**config.mk**
```make
export PLATFORM = sky130hd
export DESIGN_NAME = quiz_buzzer_core
export DESIGN_NICKNAME = d
export VERILOG_FILES = /design/src/rtl/quiz_pkg.sv /design/src/rtl/quiz_btn_sync.sv /design/src/rtl/quiz_bcd_timer.sv /design/src/rtl/quiz_first_press.sv /design/src/rtl/quiz_ctrl.sv /design/src/rtl/quiz_buzzer_core.sv
export SDC_FILE = /design/constraint.sdc
export NUM_CORES = 1
export LEC_CHECK = 0
export ABC_AREA = 1
export BUFFER_PORTS_ARGS = -buffer_cell sky130_fd_sc_hd__buf_2
export CELL_PAD_IN_SITES_DETAIL_PLACEMENT = 2
export CELL_PAD_IN_SITES_GLOBAL_PLACEMENT = 2
export CORE_MARGIN = 5
export CORE_UTILIZATION = 32
export CTS_CLUSTER_DIAMETER = 100
export DETAILED_ROUTE_END_ITERATION = 10
export PLACE_DENSITY = 0.83
export SYNTH_ARGS = -nofsm -noshare
export SYNTH_HDL_FRONTEND = slang
export SYNTH_SLANG_ARGS = --single-unit
```
**constraint.sdc**
```tcl
create_clock -name clk -period 2.13 [get_ports clk]
set_input_delay 0.3195 -clock clk [delete_from_list [all_inputs] [get_ports clk]]
set_output_delay 0.3195 -clock clk [all_outputs]
set_load 0.02 [all_outputs]
```
**src/rtl/quiz_pkg.sv**
```systemverilog
package quiz_pkg;
  typedef enum logic [1:0] {
    ST_IDLE = 2'd0,
    ST_RUN  = 2'd1,
    ST_LOCK = 2'd2
  } quiz_state_t;

  localparam int DIGIT_W = 4;
  localparam int BCD_MAX = 9;
endpackage

```
**src/rtl/quiz_btn_sync.sv**
```systemverilog
module quiz_btn_sync #(
  parameter int WIDTH  = 4,
  parameter int STAGES = 2
) (
  input  logic             clk,
  input  logic             rst_n,
  input  logic [WIDTH-1:0] async_i,
  output logic [WIDTH-1:0] sync_o
);
  logic [WIDTH-1:0] stage_q [STAGES];

  generate
    for (genvar s = 0; s < STAGES; s++) begin : g_stage
      always_ff @(posedge clk or negedge rst_n) begin
        if (!rst_n) begin
          stage_q[s] <= '0;
        end else if (s == 0) begin
          stage_q[s] <= async_i;
        end else begin
          stage_q[s] <= stage_q[(s == 0) ? 0 : s-1];
        end
      end
    end
  endgenerate

  assign sync_o = stage_q[STAGES-1];
endmodule

```
**src/rtl/quiz_bcd_timer.sv**
```systemverilog
module quiz_bcd_timer
  import quiz_pkg::*;
#(
  parameter int START_TENS = 6,
  parameter int START_ONES = 0
) (
  input  logic               clk,
  input  logic               rst_n,
  input  logic               run_i,
  input  logic               tick_i,
  output logic [DIGIT_W-1:0] tens_o,
  output logic [DIGIT_W-1:0] ones_o,
  output logic               zero_o
);
  localparam logic [DIGIT_W-1:0] LOAD_T = DIGIT_W'(START_TENS);
  localparam logic [DIGIT_W-1:0] LOAD_O = DIGIT_W'(START_ONES);
  localparam logic [DIGIT_W-1:0] WRAP_O = DIGIT_W'(BCD_MAX);

  assign zero_o = (tens_o == '0) && (ones_o == '0);

  always_ff @(posedge clk or negedge rst_n) begin
    if (!rst_n) begin
      tens_o <= LOAD_T;
      ones_o <= LOAD_O;
    end else if (!run_i) begin
      tens_o <= LOAD_T;
      ones_o <= LOAD_O;
    end else if (tick_i && !zero_o) begin
      if (ones_o == '0) begin
        ones_o <= WRAP_O;
        tens_o <= tens_o - 1'b1;
      end else begin
        ones_o <= ones_o - 1'b1;
      end
    end
  end
endmodule

```
**src/rtl/quiz_first_press.sv**
```systemverilog
module quiz_first_press #(
  parameter int PLAYERS = 4,
  parameter int CODE_W  = 4
) (
  input  logic               clk,
  input  logic               rst_n,
  input  logic               capture_i,
  input  logic [PLAYERS-1:0] btn_i,
  output logic               hit_o,
  output logic [CODE_W-1:0]  winner_o
);
  logic [CODE_W-1:0] code_d;

  assign hit_o = |btn_i;

  always_comb begin
    code_d = '0;
    for (int i = PLAYERS-1; i >= 0; i--) begin
      if (btn_i[i]) code_d = CODE_W'(i + 1);
    end
  end

  always_ff @(posedge clk or negedge rst_n) begin
    if (!rst_n) begin
      winner_o <= '0;
    end else if (capture_i && hit_o) begin
      winner_o <= code_d;
    end
  end
endmodule

```
**src/rtl/quiz_ctrl.sv**
```systemverilog
module quiz_ctrl
  import quiz_pkg::*;
(
  input  logic clk,
  input  logic rst_n,
  input  logic start_i,
  input  logic hit_i,
  input  logic zero_i,
  output logic run_o,
  output logic lock_o
);
  quiz_state_t state_q, state_d;

  always_comb begin
    state_d = state_q;
    unique case (state_q)
      ST_IDLE: if (start_i) state_d = ST_RUN;
      ST_RUN: begin
        if (hit_i)       state_d = ST_LOCK;
        else if (zero_i) state_d = ST_IDLE;
      end
      ST_LOCK: state_d = ST_LOCK;
      default: state_d = ST_IDLE;
    endcase
  end

  always_ff @(posedge clk or negedge rst_n) begin
    if (!rst_n) state_q <= ST_IDLE;
    else        state_q <= state_d;
  end

  assign run_o  = (state_q == ST_RUN);
  assign lock_o = (state_q == ST_LOCK);
endmodule

```
**src/rtl/quiz_buzzer_core.sv**
```systemverilog
module quiz_buzzer_core #(
  parameter int PLAYERS     = 4,
  parameter int CODE_W      = 4,
  parameter int SYNC_STAGES = 2,
  parameter int START_TENS  = 6,
  parameter int START_ONES  = 0
) (
  input  logic               clk,
  input  logic               rst_n,
  input  logic               start_i,
  input  logic               tick_i,
  input  logic [PLAYERS-1:0] btn_i,
  output logic [3:0]         tens_o,
  output logic [3:0]         ones_o,
  output logic [CODE_W-1:0]  winner_o,
  output logic               counting_o,
  output logic               locked_o
);
  logic [PLAYERS-1:0] btn_s;
  logic               hit;
  logic               zero;

  quiz_btn_sync #(.WIDTH(PLAYERS), .STAGES(SYNC_STAGES)) u_sync (
    .clk(clk), .rst_n(rst_n), .async_i(btn_i), .sync_o(btn_s)
  );

  quiz_ctrl u_ctrl (
    .clk(clk), .rst_n(rst_n), .start_i(start_i), .hit_i(hit),
    .zero_i(zero), .run_o(counting_o), .lock_o(locked_o)
  );

  quiz_bcd_timer #(.START_TENS(START_TENS), .START_ONES(START_ONES)) u_timer (
    .clk(clk), .rst_n(rst_n), .run_i(counting_o), .tick_i(tick_i),
    .tens_o(tens_o), .ones_o(ones_o), .zero_o(zero)
  );

  quiz_first_press #(.PLAYERS(PLAYERS), .CODE_W(CODE_W)) u_latch (
    .clk(clk), .rst_n(rst_n), .capture_i(counting_o), .btn_i(btn_s),
    .hit_o(hit), .winner_o(winner_o)
  );
endmodule

```
==> results of run 1 <==
critical path, cell delays in order, from the launching register on:
cell and delay, ns:
dfrtp_1 0.43, nand2_2 0.15, clkinv_2 0.16, buf_2 0.20
layer usage:
| layer | track usage | up-vias | routed length, um |
|---|---|---|---|
| li1 | - | 397 | - |
| met4 | 0.05440 | 0 | 18 |
| met2 | 0.2299 | 12 | 1205 |
| met5 | 0 | - | 0 |
| met3 | 0.02253 | 2 | 90 |
| met1 | 0.1492 | 398 | 1053 |
cell usage after synthesis (all sizes together):
cell type	count	area [um2]
nand2	41	178.9
dfrtp	19	475.5
inv	14	52.55
nor2	13	53.80
o21ai	8	40.04
nand3	6	30.03
ha	3	37.54
a21oi	2	13.76
dfstp	2	52.55
a31oi	1	6.260
buf	1	7.510
clkinv	1	5.000
conb	1	3.750
nand3b	1	7.510
or2	1	6.260
worst min path at each step:
stage / slack [ns] / to / depth (start not counted)
floorplan: 0.02 / u_ctrl.state_q[0] / 0
global placement: 0.30 / u_timer.tens_o[0] / 1
detailed placement: 0.31 / u_timer.tens_o[0] / 1
CTS: 0.09 / u_sync.stage_q[5] / 1
global route: 0.08 / u_sync.stage_q[4] / 1
finish: 0.10 / u_sync.stage_q[5] / 1
flip-flops by register name, indices dropped and copies added (netlist names):
signal	flops
u_sync.sync_o	4
u_timer.ones_o	4
u_latch.winner_o	3
u_sync.stage_q	4
u_ctrl.state_q	2
u_timer.tens_o	4
cell families (layout without fill, tap and decap cells):
family	after synthesis	in the layout	synth area share
flip-flops	21	21	0.5438
buffers and inverters	16	40	0.06701
AND/OR/NAND/NOR	62	62	0.2848
adder cells (fa/ha/maj)	3	3	0.03866
other	1	1	0.003862
AO/OA/AOI/OAI	11	11	0.06186
cell type report:
cell class / count / area share
Tap cell: 33 / 0.03607
Clock inverter: 1 / 0.006557
Clock buffer: 3 / 0.01967
Multi-Input combinational cell: 77 / 0.3301
Timing Repair Buffer: 21 / 0.09618
Sequential cell: 21 / 0.4612
Inverter: 15 / 0.05027
power by group:
part | total, W | internal (W) | leakage (nW) | switching [W]
logic | 0.000520 | 0.000164 | 0.339 | 0.000356
clock network | 0.000204 | 0.0000715 | 0.0139 | 0.000133
registers | 0.000547 | 0.000487 | 0.261 | 0.0000597
total | 0.00127 | 0.000722 | 0.614 | 0.000549
per-stage QoR:
step	setup slack (ns)	cells
2_1_floorplan	0.7104	114
3_3_place_gp	0.7131	166
3_5_place_dp	0.6734	166
4_1_cts	0.5233	171
5_1_grt	0.4268	171
6_report	0.5576	171
==> metrics.yaml, run 1 <==
crit_start: "u_ctrl.state_q[0]"
arrival_ns: 1.25
ys_ff_latch: 21
vias: 809
cts.clk_slew.worst_paths_ns: 0.13
antennaDiodeCount: 0
rows: 20
antenna_found_initial: 0
die_x_um: 65.09
power_per_cell_area_nw_per_um2: 1110
ys_seq_area_frac: 0.5438
core_area_um2: 2978
start_util: 0.3261
cts_tree: "done"
final_cell_mix: "35 x nand2_1, 20 x buf_2, 19 x dfrtp_1, 11 x nor2_1, 9 x inv_1"
grt_util_all_layers: 0.1283
clk_latency_ns: 0.31
cp-end-kind: "output pin"
multi_input_area_um2: 377.9
netlist_instances: 114
hp-class: "in2reg"
synth_fp_nets: 125
rsz0062_at_grt: "no"
port_buffers: 20
drt-vias-per-instance: 4.731
reg2reg_to: "u_timer.ones_o[3]"
fin_area_um2: 1145
path_class: "reg2out"
dp_hpwl_mm: 1.884
n_fill_cell: 356
ctsHtreeMaxLevel: 1
post_cts_buffers: 0
grt_pass1_vias: 922
drt_iter0_drc: 27
cap_violations: 0
globalRouteOverflowTotal: 0
setup_viol: 0
final-hold-violation-count: 0
crit_path_start_kind: "flip-flop"
clk_path_buf_depth: 2
timing.rr.start: "u_timer.tens_o[1]"
rrSetupSlack_ns: 0.66
maxSlewViolCount: 0
p_leak_nw: 0.6136
synth.avg_cell_area_um2: 8.517
seq_area_um2: 528.0
required_ns: 1.81
ios: 22
synthToLayoutAreaGrowth_pct: 17.91
fp.dieArea_um2: 4236
synthDistinctLibCells: 21
placed_area_um2: 1105
syn_area_um2: 970.9
drive_gt1_frac: 0.3043
first_pass_iters: 4
wl_per_cell_um: 13.85
grt_pass1_wl_mm: 4.195
status: "finished, final reports clean"
finalPower_w: 0.001271
cts_sinks: 21
ir_worst_vdd_mv: 0.3599
root_buffer: "clkbuf_4"
drc: 0
worst_r2r_path_depth: 10
worstHoldStart: "btn_i[1]"
drt-total-wl_mm: 2.368
clock_skew_ns: 0.0005041
postRouteAntennaNets: 0
crit_fanout: 7
nNetsFinal: 150
die_h_um: 65.09
layout_min_cycle_time_ns: 1.572
cts_resized: 0
grt_max_degree: 22
max_freq_mhz: 636.0
setup_tns_ns: 0
cts_hold_buf: 1
layout_commonest_cell: "nand2_1"
hold_ws_ns: 0.1037
routabilityCongestion: 0.8070
finalCritPeriodShare: 0.7382
crit_end: "counting_o"
post-route-util: 0.3845
ys_warn_count: 0
cts_buffers: 3
No activity file was read; power rests on OpenSTA's default activity.
==> run 2: changes to the inputs <==
Settings changed: CORE_UTILIZATION 32 to 30, PLACE_DENSITY 0.83 to 0.79.
Clock period 2.13 ns to 1.65 ns, I/O delays scaled along.
==> run 2 against run 1 <==
Die area increased by 5.6%. Sequential power increased by 29%. Global-route usage about the same. Worst hold slack got worse by 0.069 ns. Critical path depth unchanged. Via count decreased by 0.37%. Clock skew increased by 0.0067 ns. Clock power increased by 28%. Cell area increased by 3.0%. Largest cell class unchanged. Highest routed layer unchanged.
==> metrics.yaml, run 2 (same netlist as run 1, synthesis figures left out) <==
hold_depth: 1  # unchanged
maxSlewViolCount: 0  # unchanged
first_pass_iters: 3  # -1
drt-vias-per-instance: 4.380  # -7.4%
drt-total-wl_mm: 2.468  # +4.2%
vias: 806  # -0.37%
ios: 22  # unchanged
setup_tns_ns: 0  # unchanged
clk_latency_ns: 0.31  # about the same
post_cts_buffers: 0  # unchanged
clock_skew_ns: 0.007217  # +0.006713 ns
cp_cell_sequence: "nand2_2, clkinv_2, buf_2"
start_util: 0.3154  # -0.01060
arrival_ns: 1.27  # +0.02 ns
path_class: "reg2out"
max_stage_delay_ns: 0.43  # about the same
dr_wl_met3_um: 80  # -11%
setup_viol: 0  # unchanged
dp_hpwl_mm: 2.005  # +6.4%
grt_pass1_wl_mm: 4.278  # +2.0%
final_cell_mix: "35 x nand2_1, 20 x buf_2, 19 x dfrtp_1, 11 x nor2_1, 9 x inv_1"
die_h_um: 66.89  # +2.8%
post-route-util: 0.3829  # -0.001527
cap_violations: 0  # unchanged
hp-class: "in2reg"
cp_slowest_cell: "dfrtp_1"
rows: 20  # unchanged
routabilityCongestion: 0.8034  # -0.45%
ir_worst_vdd_mv: 0.5222  # +45%
port_buffers: 20  # unchanged
grt_max_degree: 22  # unchanged
critPathBufInv: 2  # unchanged
p_leak_nw: 0.6220  # +1.4%
layout_commonest_cell: "nand2_1"
cp-end-kind: "output pin"
grt_util_all_layers: 0.1278  # -0.0004646
ctsHtreeMaxLevel: 1  # unchanged
final-hold-violation-count: 0  # unchanged
cts.clk_slew.worst_paths_ns: 0.13  # about the same
met2_length_mm: 1.270  # +5.4%
globalRouteOverflowTotal: 0  # unchanged
postRouteAntennaNets: 0  # unchanged
crit_fanout: 7  # unchanged
drt_iter0_drc: 9  # -67%
fp.dieArea_um2: 4474  # +5.6%
core_area_um2: 3078  # +3.4%
cts_hold_buf: 1  # unchanged
drc: 0  # unchanged
drive_gt1_frac: 0.3000  # -0.004348
max_freq_mhz: 660.3
die_x_um: 66.89  # +2.8%
synthToLayoutAreaGrowth_pct: 21.39
wl_per_cell_um: 13.41  # -3.1%
crit_path_start_kind: "flip-flop"
antenna_found_initial: 0  # unchanged
worst_r2r_path_depth: 9  # -1
rsz0062_at_grt: "no"
cts_resized: 0  # unchanged
cts_sinks: 21  # unchanged
cts_tree: "done"
power_per_cell_area_nw_per_um2: 1392  # +25%
finalCritPeriodShare: 0.9178
root_buffer: "clkbuf_4"
top_layer: "met4"
wl_met1_mm: 1.099  # +4.4%
finalPower_w: 0.001641  # +29%
clk_path_buf_depth: 2  # unchanged
path_depth: 3  # unchanged
antennaDiodeCount: 0  # unchanged
required_ns: 1.40  # -0.41 ns
layout_min_cycle_time_ns: 1.514
crit_family: "flip-flops"
cts_buffers: 3  # unchanged
status: "finished, final reports clean"
grt_pass1_vias: 914  # -0.87%
nNetsFinal: 152  # +1.3%
==> run 2: cell count changes in the layout (fill, tap and decap cells not counted) <==
| cell | before | now |
|---|---|---|
| dlygate4sd3_1 | 1 | 3 |
==> run 2: cell type report <==
class / count / area (um2)
tap: 44 / 55.05
fill: 351 / 1899
clock buffer: 3 / 22.52
inverter: 15 / 57.56
clock inverter: 1 / 7.507
sequential: 21 / 528.0
multi-input combinational: 77 / 377.9
timing repair buffer: 23 / 130.1
==> run 2: metal layers <==
layer,vias to the layer above,global-route usage
met5,-,0
met4,0,0.04557
met3,2,0.01686
met2,11,0.2277
met1,395,0.1556
li1,398,-
==> run 2: worst paths after layout <==
check	from	slack, ns	to
worst max-delay path	u_ctrl.state_q[0]	0.14	counting_o
worst min-delay path	btn_i[0]	0.03	u_sync.stage_q[4]
worst max register to register	u_timer.tens_o[1]	0.17	u_timer.tens_o[0]
worst min register to register	u_sync.stage_q[7]	0.37	u_sync.sync_o[3]
max in group asynchronous	rst_n	0.87	u_timer.tens_o[1]
min in group asynchronous	rst_n	0.42	u_sync.stage_q[5]
==> run 2: power breakdown <==
group | internal (W) | total, W | switching (W)
Combinational | 0.000213 | 0.000673 | 0.000459
Clock | 0.0000923 | 0.000262 | 0.000170
Sequential | 0.000629 | 0.000707 | 0.0000778
==> run 2: through the flow <==
step | instances | hold slack, ns | area [um2] | worst slack (ns)
after global routing | 184 | 0.005414 | 1179 | 0.04207
after floorplan | 114 | -0.04809 | 970.9 | 0.2304
after global placement | 177 | 0.2278 | 1119 | 0.2416
after detailed placement | 177 | 0.2422 | 1119 | 0.1783
final | 184 | 0.03450 | 1179 | 0.1356
after CTS | 182 | 0.01856 | 1159 | 0.1145
